### src/rtl/extmem_ctrl.sv
module extmem_ctrl #(
  parameter int ADDR_W    = 24,
  parameter int DATA_W    = 32,
  parameter int BUS_W     = 48,
  parameter int NUM_BANKS = 4,
  parameter int HI_W      = 8,
  parameter int WAIT_W    = 4,
  parameter int CFG_AW    = $clog2(NUM_BANKS + 1)
) (
  input  logic              clk,
  input  logic              rst_n,
  input  logic              core_req,
  input  logic              core_we,
  input  logic [ADDR_W-1:0] core_addr,
  input  logic [DATA_W-1:0] core_wdata,
  output logic              core_ready,
  output logic [DATA_W-1:0] core_rdata,
  input  logic              cfg_we,
  input  logic [CFG_AW-1:0] cfg_addr,
  input  logic [HI_W+7:0]   cfg_wdata,
  output logic [ADDR_W-1:0] mem_addr,
  output logic              mem_addr_oe,
  output logic [NUM_BANKS-1:0] mem_sel,
  output logic              mem_rd,
  output logic              mem_wr,
  output logic [BUS_W-1:0]  mem_dout,
  output logic              mem_dout_en,
  input  logic [BUS_W-1:0]  mem_din,
  input  logic              mem_ack,
  output logic              mem_page,
  input  logic              tri_req
);
  localparam int LANE = BUS_W - DATA_W;
  localparam int SPAN = (2 ** HI_W) / NUM_BANKS;

  typedef enum logic [1:0] {S_IDLE, S_SETUP, S_STROBE, S_HOLD} st_t;

  st_t                  st;
  logic [WAIT_W-1:0]    waits [NUM_BANKS];
  logic [HI_W-1:0]      start [NUM_BANKS];
  logic [4:0]           page_sh;
  logic [NUM_BANKS-1:0] sel_q, dec;
  logic [ADDR_W-1:0]    addr_q, page_now, last_pg;
  logic [DATA_W-1:0]    wdata_q, rdata_q;
  logic [WAIT_W-1:0]    cnt, wsel;
  logic                 we_q, ready_q, pg_valid, cross_q, busy;
  logic                 cfg_unused;

  assign cfg_unused = ^{cfg_wdata[7:5], mem_din[LANE-1:0]};

  always_ff @(posedge clk or negedge rst_n) begin
    if (!rst_n) begin
      for (int i = 0; i < NUM_BANKS; i++) begin
        waits[i] <= '1;
        start[i] <= HI_W'(i * SPAN);
      end
      page_sh <= 5'd8;
    end else if (cfg_we) begin
      for (int i = 0; i < NUM_BANKS; i++)
        if (cfg_addr == CFG_AW'(i)) begin
          waits[i] <= cfg_wdata[WAIT_W-1:0];
          start[i] <= cfg_wdata[8 +: HI_W];
        end
      if (cfg_addr == CFG_AW'(NUM_BANKS)) page_sh <= cfg_wdata[4:0];
    end
  end

  always_comb begin
    dec = '0;
    for (int i = 0; i < NUM_BANKS; i++)
      if (core_addr[ADDR_W-1 -: HI_W] >= start[i]) dec = NUM_BANKS'(1) << i;
  end

  always_comb begin
    wsel = '0;
    for (int i = 0; i < NUM_BANKS; i++)
      if (sel_q[i]) wsel = waits[i];
  end

  assign page_now = core_addr >> page_sh;

  always_ff @(posedge clk or negedge rst_n) begin
    if (!rst_n) begin
      st       <= S_IDLE;
      sel_q    <= '0;
      addr_q   <= '0;
      we_q     <= 1'b0;
      wdata_q  <= '0;
      rdata_q  <= '0;
      cnt      <= '0;
      ready_q  <= 1'b0;
      last_pg  <= '0;
      pg_valid <= 1'b0;
      cross_q  <= 1'b0;
    end else begin
      ready_q <= 1'b0;
      case (st)
        S_IDLE:
          if (core_req && !ready_q) begin
            st       <= S_SETUP;
            sel_q    <= dec;
            addr_q   <= core_addr;
            we_q     <= core_we;
            wdata_q  <= core_wdata;
            cross_q  <= !pg_valid || (page_now != last_pg);
            last_pg  <= page_now;
            pg_valid <= 1'b1;
          end
        S_SETUP:
          if (tri_req) st <= S_HOLD;
          else begin
            cnt <= wsel;
            st  <= S_STROBE;
          end
        S_STROBE:
          if (tri_req) st <= S_HOLD;
          else if (cnt != '0) cnt <= cnt - 1'b1;
          else if (mem_ack) begin
            st      <= S_IDLE;
            ready_q <= 1'b1;
            if (!we_q) rdata_q <= mem_din[BUS_W-1 -: DATA_W];
          end
        S_HOLD:
          if (!tri_req && mem_ack) begin
            cnt <= wsel;
            st  <= S_STROBE;
          end
        default: st <= S_IDLE;
      endcase
    end
  end

  assign busy        = (st != S_IDLE);
  assign mem_addr    = addr_q;
  assign mem_addr_oe = !tri_req;
  assign mem_sel     = busy ? sel_q : '0;
  assign mem_rd      = (st == S_STROBE) && !we_q && !tri_req;
  assign mem_wr      = (st == S_STROBE) && we_q && !tri_req;
  assign mem_dout    = {wdata_q, {LANE{1'b0}}};
  assign mem_dout_en = mem_wr;
  assign mem_page    = busy && cross_q;
  assign core_ready  = ready_q;
  assign core_rdata  = rdata_q;
endmodule

### config.mk
export PLATFORM = sky130hd
export DESIGN_NAME = extmem_ctrl
export DESIGN_NICKNAME = d
export VERILOG_FILES = /design/src/rtl/extmem_ctrl.sv
export SDC_FILE = /design/constraint.sdc
export NUM_CORES = 1
export LEC_CHECK = 0
export CAP_MARGIN = 20
export CORE_MARGIN = 1.5
export CORE_UTILIZATION = 45
export DETAILED_ROUTE_END_ITERATION = 10
export DONT_BUFFER_PORTS = 1
export PLACE_DENSITY_LB_ADDON = 0.25
export SYNTH_ARGS = -nofsm -noshare
export SYNTH_HDL_FRONTEND = slang
export SYNTH_SLANG_ARGS = --single-unit
export TNS_END_PERCENT = 20
### constraint.sdc
create_clock -name clk -period 3.4 [get_ports clk]
set_input_delay 0 -clock clk [delete_from_list [all_inputs] [get_ports clk]]
set_output_delay 0 -clock clk [all_outputs]
set_load 0.01 [all_outputs]
# == After elaboration in Yosys (flattened, before gate mapping) ==
# Cells that the tools add are included.
# word_totals
regBits,179
in_bits,130
out_inout_bits,114
elab_cells,95
# classes
addsub,1
n_lt_le_gt_ge,4
n_eq_ne,15
shift,1
n_mux,25
bitwise,3
reduce_logical,26
# op_table
cell,n
two-way mux 4 bit,12
>= comparator 8 bit,4
inequality test 24 bit,1
right shift 24 x 5 -> 24 bit,1
case mux 4 bit (3 select lines),1
AND reduction 2 bit,6
two-way mux 2 bit,5
inequality test 2 bit (second input constant),5
AND reduction 5 bit,2
case mux 2 bit (4 select lines),1
logical AND 1 bit,7
== test 3 x 2 -> 1 bit (second input constant),2
two-way mux 1 bit,6
inequality test 3 bit (second input constant),2
== test 2 bit (second input constant),2
zero test 1 bit,4
AND reduction 4 bit,1
nonzero test 4 bit,1
subtractor 4 x 1 -> 4 bit (second input constant),1
== test 3 x 1 -> 1 bit (second input constant),1
== test 3 bit (second input constant),1
zero test 3 bit,1
NOT 1 bit,3
nonzero test 3 bit,1
4 further kinds,4

# == Depth between registers and ports, before layout ==
# logic_depth
depth_word,6
mapped_depth,10
depth_no_buf,10

# == Least setup slack after synthesis ==
# No wires, ideal clock.
# synth_timing
path_type,reg-to-reg
from,reg page_sh[0]
to,reg cross_q
setup_ns,0.140
arrival_ns,2.357
t_required_ns,3.260
slack_ns,0.903
path_stages_with_launch,9
n_path_buf,0
synth_period_minus_slack_ns,2.497
path_cell_list,dfrtp_1 > mux4_2 > and2_4 > a31oi_4 > o31ai_1 > or4_1 > a2111o_1 > nor4_2 > a31oi_1
# synth_via
elab_chain_len,3
# synth_lines
element,line_no,rtl
"start, declared",41,logic [4:0] page_sh;
"start signal, assigned",64,if (cfg_addr == CFG_AW'(NUM_BANKS)) page_sh <= cfg_wdata[4:0];
right shift 24 x 5 -> 24 bit,80,assign page_now = core_addr >> page_sh;
inequality test 24 bit,105,cross_q <= !pg_valid || (page_now != last_pg);
logical OR 1 bit,105,
"end signal, assigned",105,
"end, declared",46,"logic we_q, ready_q, pg_valid, cross_q, busy;"
# No other way between the ends.
# A chain may end at the register's enable or synchronous reset.

# == Worst setup path in the final report ==
# layout_timing
from,reg page_sh[1]
to,reg cross_q
# Same word-level chain as after synthesis.

==> reports/qor.txt <==
max-cap viol count = 0
DRC = 0
first-pass GRT wire length = 38100 um
DR WL/cell = 17.3 um
Main synth FF type = dfrtp_1
RSZ-0062 raised after global routing = false
Hold Crit Class = in -> async
Worst-path clk slew = 0.07 ns
Site Rows = 52
IO Count = 244
Hold Slack = -0.744 ns
Syn Area/Cell = 9.99 um2
final setup margin = 0.442 ns
post-synthesis cell count = 939
status = finished with violations
Final period util = 87.0%
Initial DRC Count = 332
Reg area = 0.00451 mm2
ant diodes = 0
root buffer cell = clkbuf_16
synthesized cell area = 0.00938 mm2
type of origin of the critical path = flop
area leader, netlist = dfrtp_1
sequential share of the synthesized area = 48.1%
Seq cells post-synth = 179
Final HPWL DP = 14900 um
Vias = 7061
Final #Nets = 1213
f_max = 0.338 GHz
Lkg Pwr = 5.26 nW
Final Hold Viols = 181
ys async rst share = 100%
Layout area overhead = 21.5%
DRT Wirelength = 23000 um
Synth area leaders = dfrtp_1 (42%), nand2_1 (9.9%), mux2_2 (9.1%), dfstp_2 (5.9%), ha_1 (4.4%)
most frequent cells in the layout = nand2_1 (248), dfrtp_1 (158), dlygate4sd3_1 (122)
Post-synth EDFFs = 0
chip height = 147 um
setup TNS = 0 ns
Netlist cell types = 59
Longest Clk Path Bufs = 2
Max Clock Skew = 0.0170 ns
Clock H-tree levels = 4
die footprint = 0.0217 mm2
RePlAce Congestion = 0.838
vias per cell = 5.30
vias in the first global route = 7324
failing checks = negative hold slack
Clock Latency Late Sink = 0.44 ns
clk sink count = 179
DRT Pass-1 Iters = 4
Yosys warnings = 0
CTS tree = built
commonest non-fill, non-tap cell in the layout = nand2_1
footprint of the multi-input gates = 0.00447 mm2
initial antenna violation count = 0
Data arrival, critical path = 3.26 ns
top cell type's share of synthesized area = 42.2%
Final setup viols = 0
Post-CTS Hold Buffers = 122
grt ovf = 0
VDD IR max = 427 uV
fin. max-slew vios = 0
TritonCTS Buffers = 17
Setup crit end kind = flop
WS Path Type = reg -> reg
Die Span X = 147 um
Pwr Density = 609 mW/mm2
CP max FO = 10
post-route minimum period = 2.96 ns
Initial Utilization = 46.0%
layout cell share with drive strength beyond 1 = 16.6%
core area = 0.0204 mm2
pre-CTS setup slack = 0.444 ns
port bufs = 0
ANT nets after route = 0
Filler Cells Inserted = 1765
Least-Margin Pin Slew = 1.01 ns
largest net degree at the start of global routing = 180
gr usage total = 22.1%
post-CTS sizing = 0
relative slew slack = 32.5%
Critical Path RT = 3.70 ns
-- logic make-up after synthesis --
logic type	after synthesis	share of synthesized area [%]
mux	117	15.6
flops	179	48.1
fa+ha+maj	33	4.40
buf+inv	100	4.95
other cells	1	0.0400
compound gates	152	10.3
xor+xnor	14	1.31
simple gates	343	15.4
-- synthesized netlist by cell type (all sizes together), types with 2 or more instances --
| library cell | number |
|---|---|
| xor2 | 6 |
| o31ai | 8 |
| inv | 38 |
| a211o | 2 |
| a31oi | 6 |
| nor3 | 12 |
| o21ai | 62 |
| or2 | 5 |
| nand3 | 8 |
| nand2b | 7 |
| o2111ai | 2 |
| o211ai | 2 |
| clkbuf | 33 |
| dfstp | 21 |
| a21o | 9 |
| o22ai | 6 |
| o41ai | 2 |
| mux4 | 15 |
| or3 | 2 |
| o32ai | 2 |
| o21a | 2 |
| xnor2 | 8 |
| or4 | 2 |
| nor4 | 4 |
| ha | 33 |
| a221oi | 3 |
| dfrtp | 158 |
| mux2 | 80 |
| a211oi | 6 |
| nor2 | 36 |
| a22oi | 4 |
| nand4 | 2 |
| a22o | 4 |
| nor2b | 12 |
| nand2 | 248 |
| a21oi | 27 |
| mux2i | 22 |
| nor3b | 2 |
| buf | 29 |
-- timing repair --
| action | CTS | global route |
|---|---|---|
| hold endpoints to repair | 331 | 179 |
| buffers inserted | 0 | 0 |
| endpoints found under the setup margin | 0 | 0 |
-- worst paths after layout --
check                           startpoint     endpoint  slack (ns)  depth (start not counted)
max in group asynchronous            rst_n   page_sh[3]        3.80                          0
min in group clk                    cfg_we   page_sh[1]           0                          4
worst max-delay path            page_sh[1]      cross_q        0.44                          9
worst max register to register  page_sh[1]      cross_q        0.44                          9
worst min register to register    pg_valid     pg_valid        0.48                          1
worst min-delay path                 rst_n  wdata_q[25]       -0.74                          0
-- power by group --
group	total (mW)	leakage [nW]	switching [mW]	internal (mW)
clock	1.91	0.274	0.942	0.971
combinational	1.80	2.75	0.885	0.918
sequential	3.23	2.24	0.535	2.69
-- state kept, by name, indices dropped and copies added, names as in the netlist --
register and count:
start 32, last_pg 24, wdata_q 32, st 2, mem_addr 24, sel_q 4
cnt 4, core_rdata 32, we_q 1, waits 16, core_ready 1, pg_valid 1
cross_q 1, page_sh 5
-- worst max-delay path, cell delays in order (launching register included) --
cell       delay [ns]
dfrtp_1          0.47
buf_4            0.25
mux4_2           0.57
mux2i_1          0.48
nor2_1           0.10
a21oi_1          0.20
xor2_1           0.16
nand2_1          0.07
a2111oi_0        0.38
a31oi_1          0.14
-- per-stage QoR --
step	total power, mW	area (um2)	cells	hold slack (ns)	utilization [%]
after floorplan	4.51	9430	954	-0.296	-
final	6.95	11400	1333	-0.744	56.0
after global placement	4.85	9600	1179	-0.292	47.1
after CTS	6.99	11400	1333	-0.758	56.0
after global routing	7.36	11400	1333	-0.762	56.0
after detailed placement	4.92	9600	1179	-0.292	47.1
-- area by class of cell --
class	count	share of cell area, %
Tap cell	270	2.96
Timing Repair Buffer	139	11.9
Inverter	38	1.25
Clock buffer	17	3.73
Clock inverter	15	1.31
Multi-Input combinational cell	675	39.3
Sequential cell	179	39.5
-- metal layers --
metal  up-vias  track usage, %  part of all wire (%)
li1       3396               -                     -
met1      3464            27.5                    43
met2       176            38.8                    51
met3        25            4.72                   4.3
met4         0            5.95                   1.4
met5         -               0                     0
(Power assumes the default switching activity.)
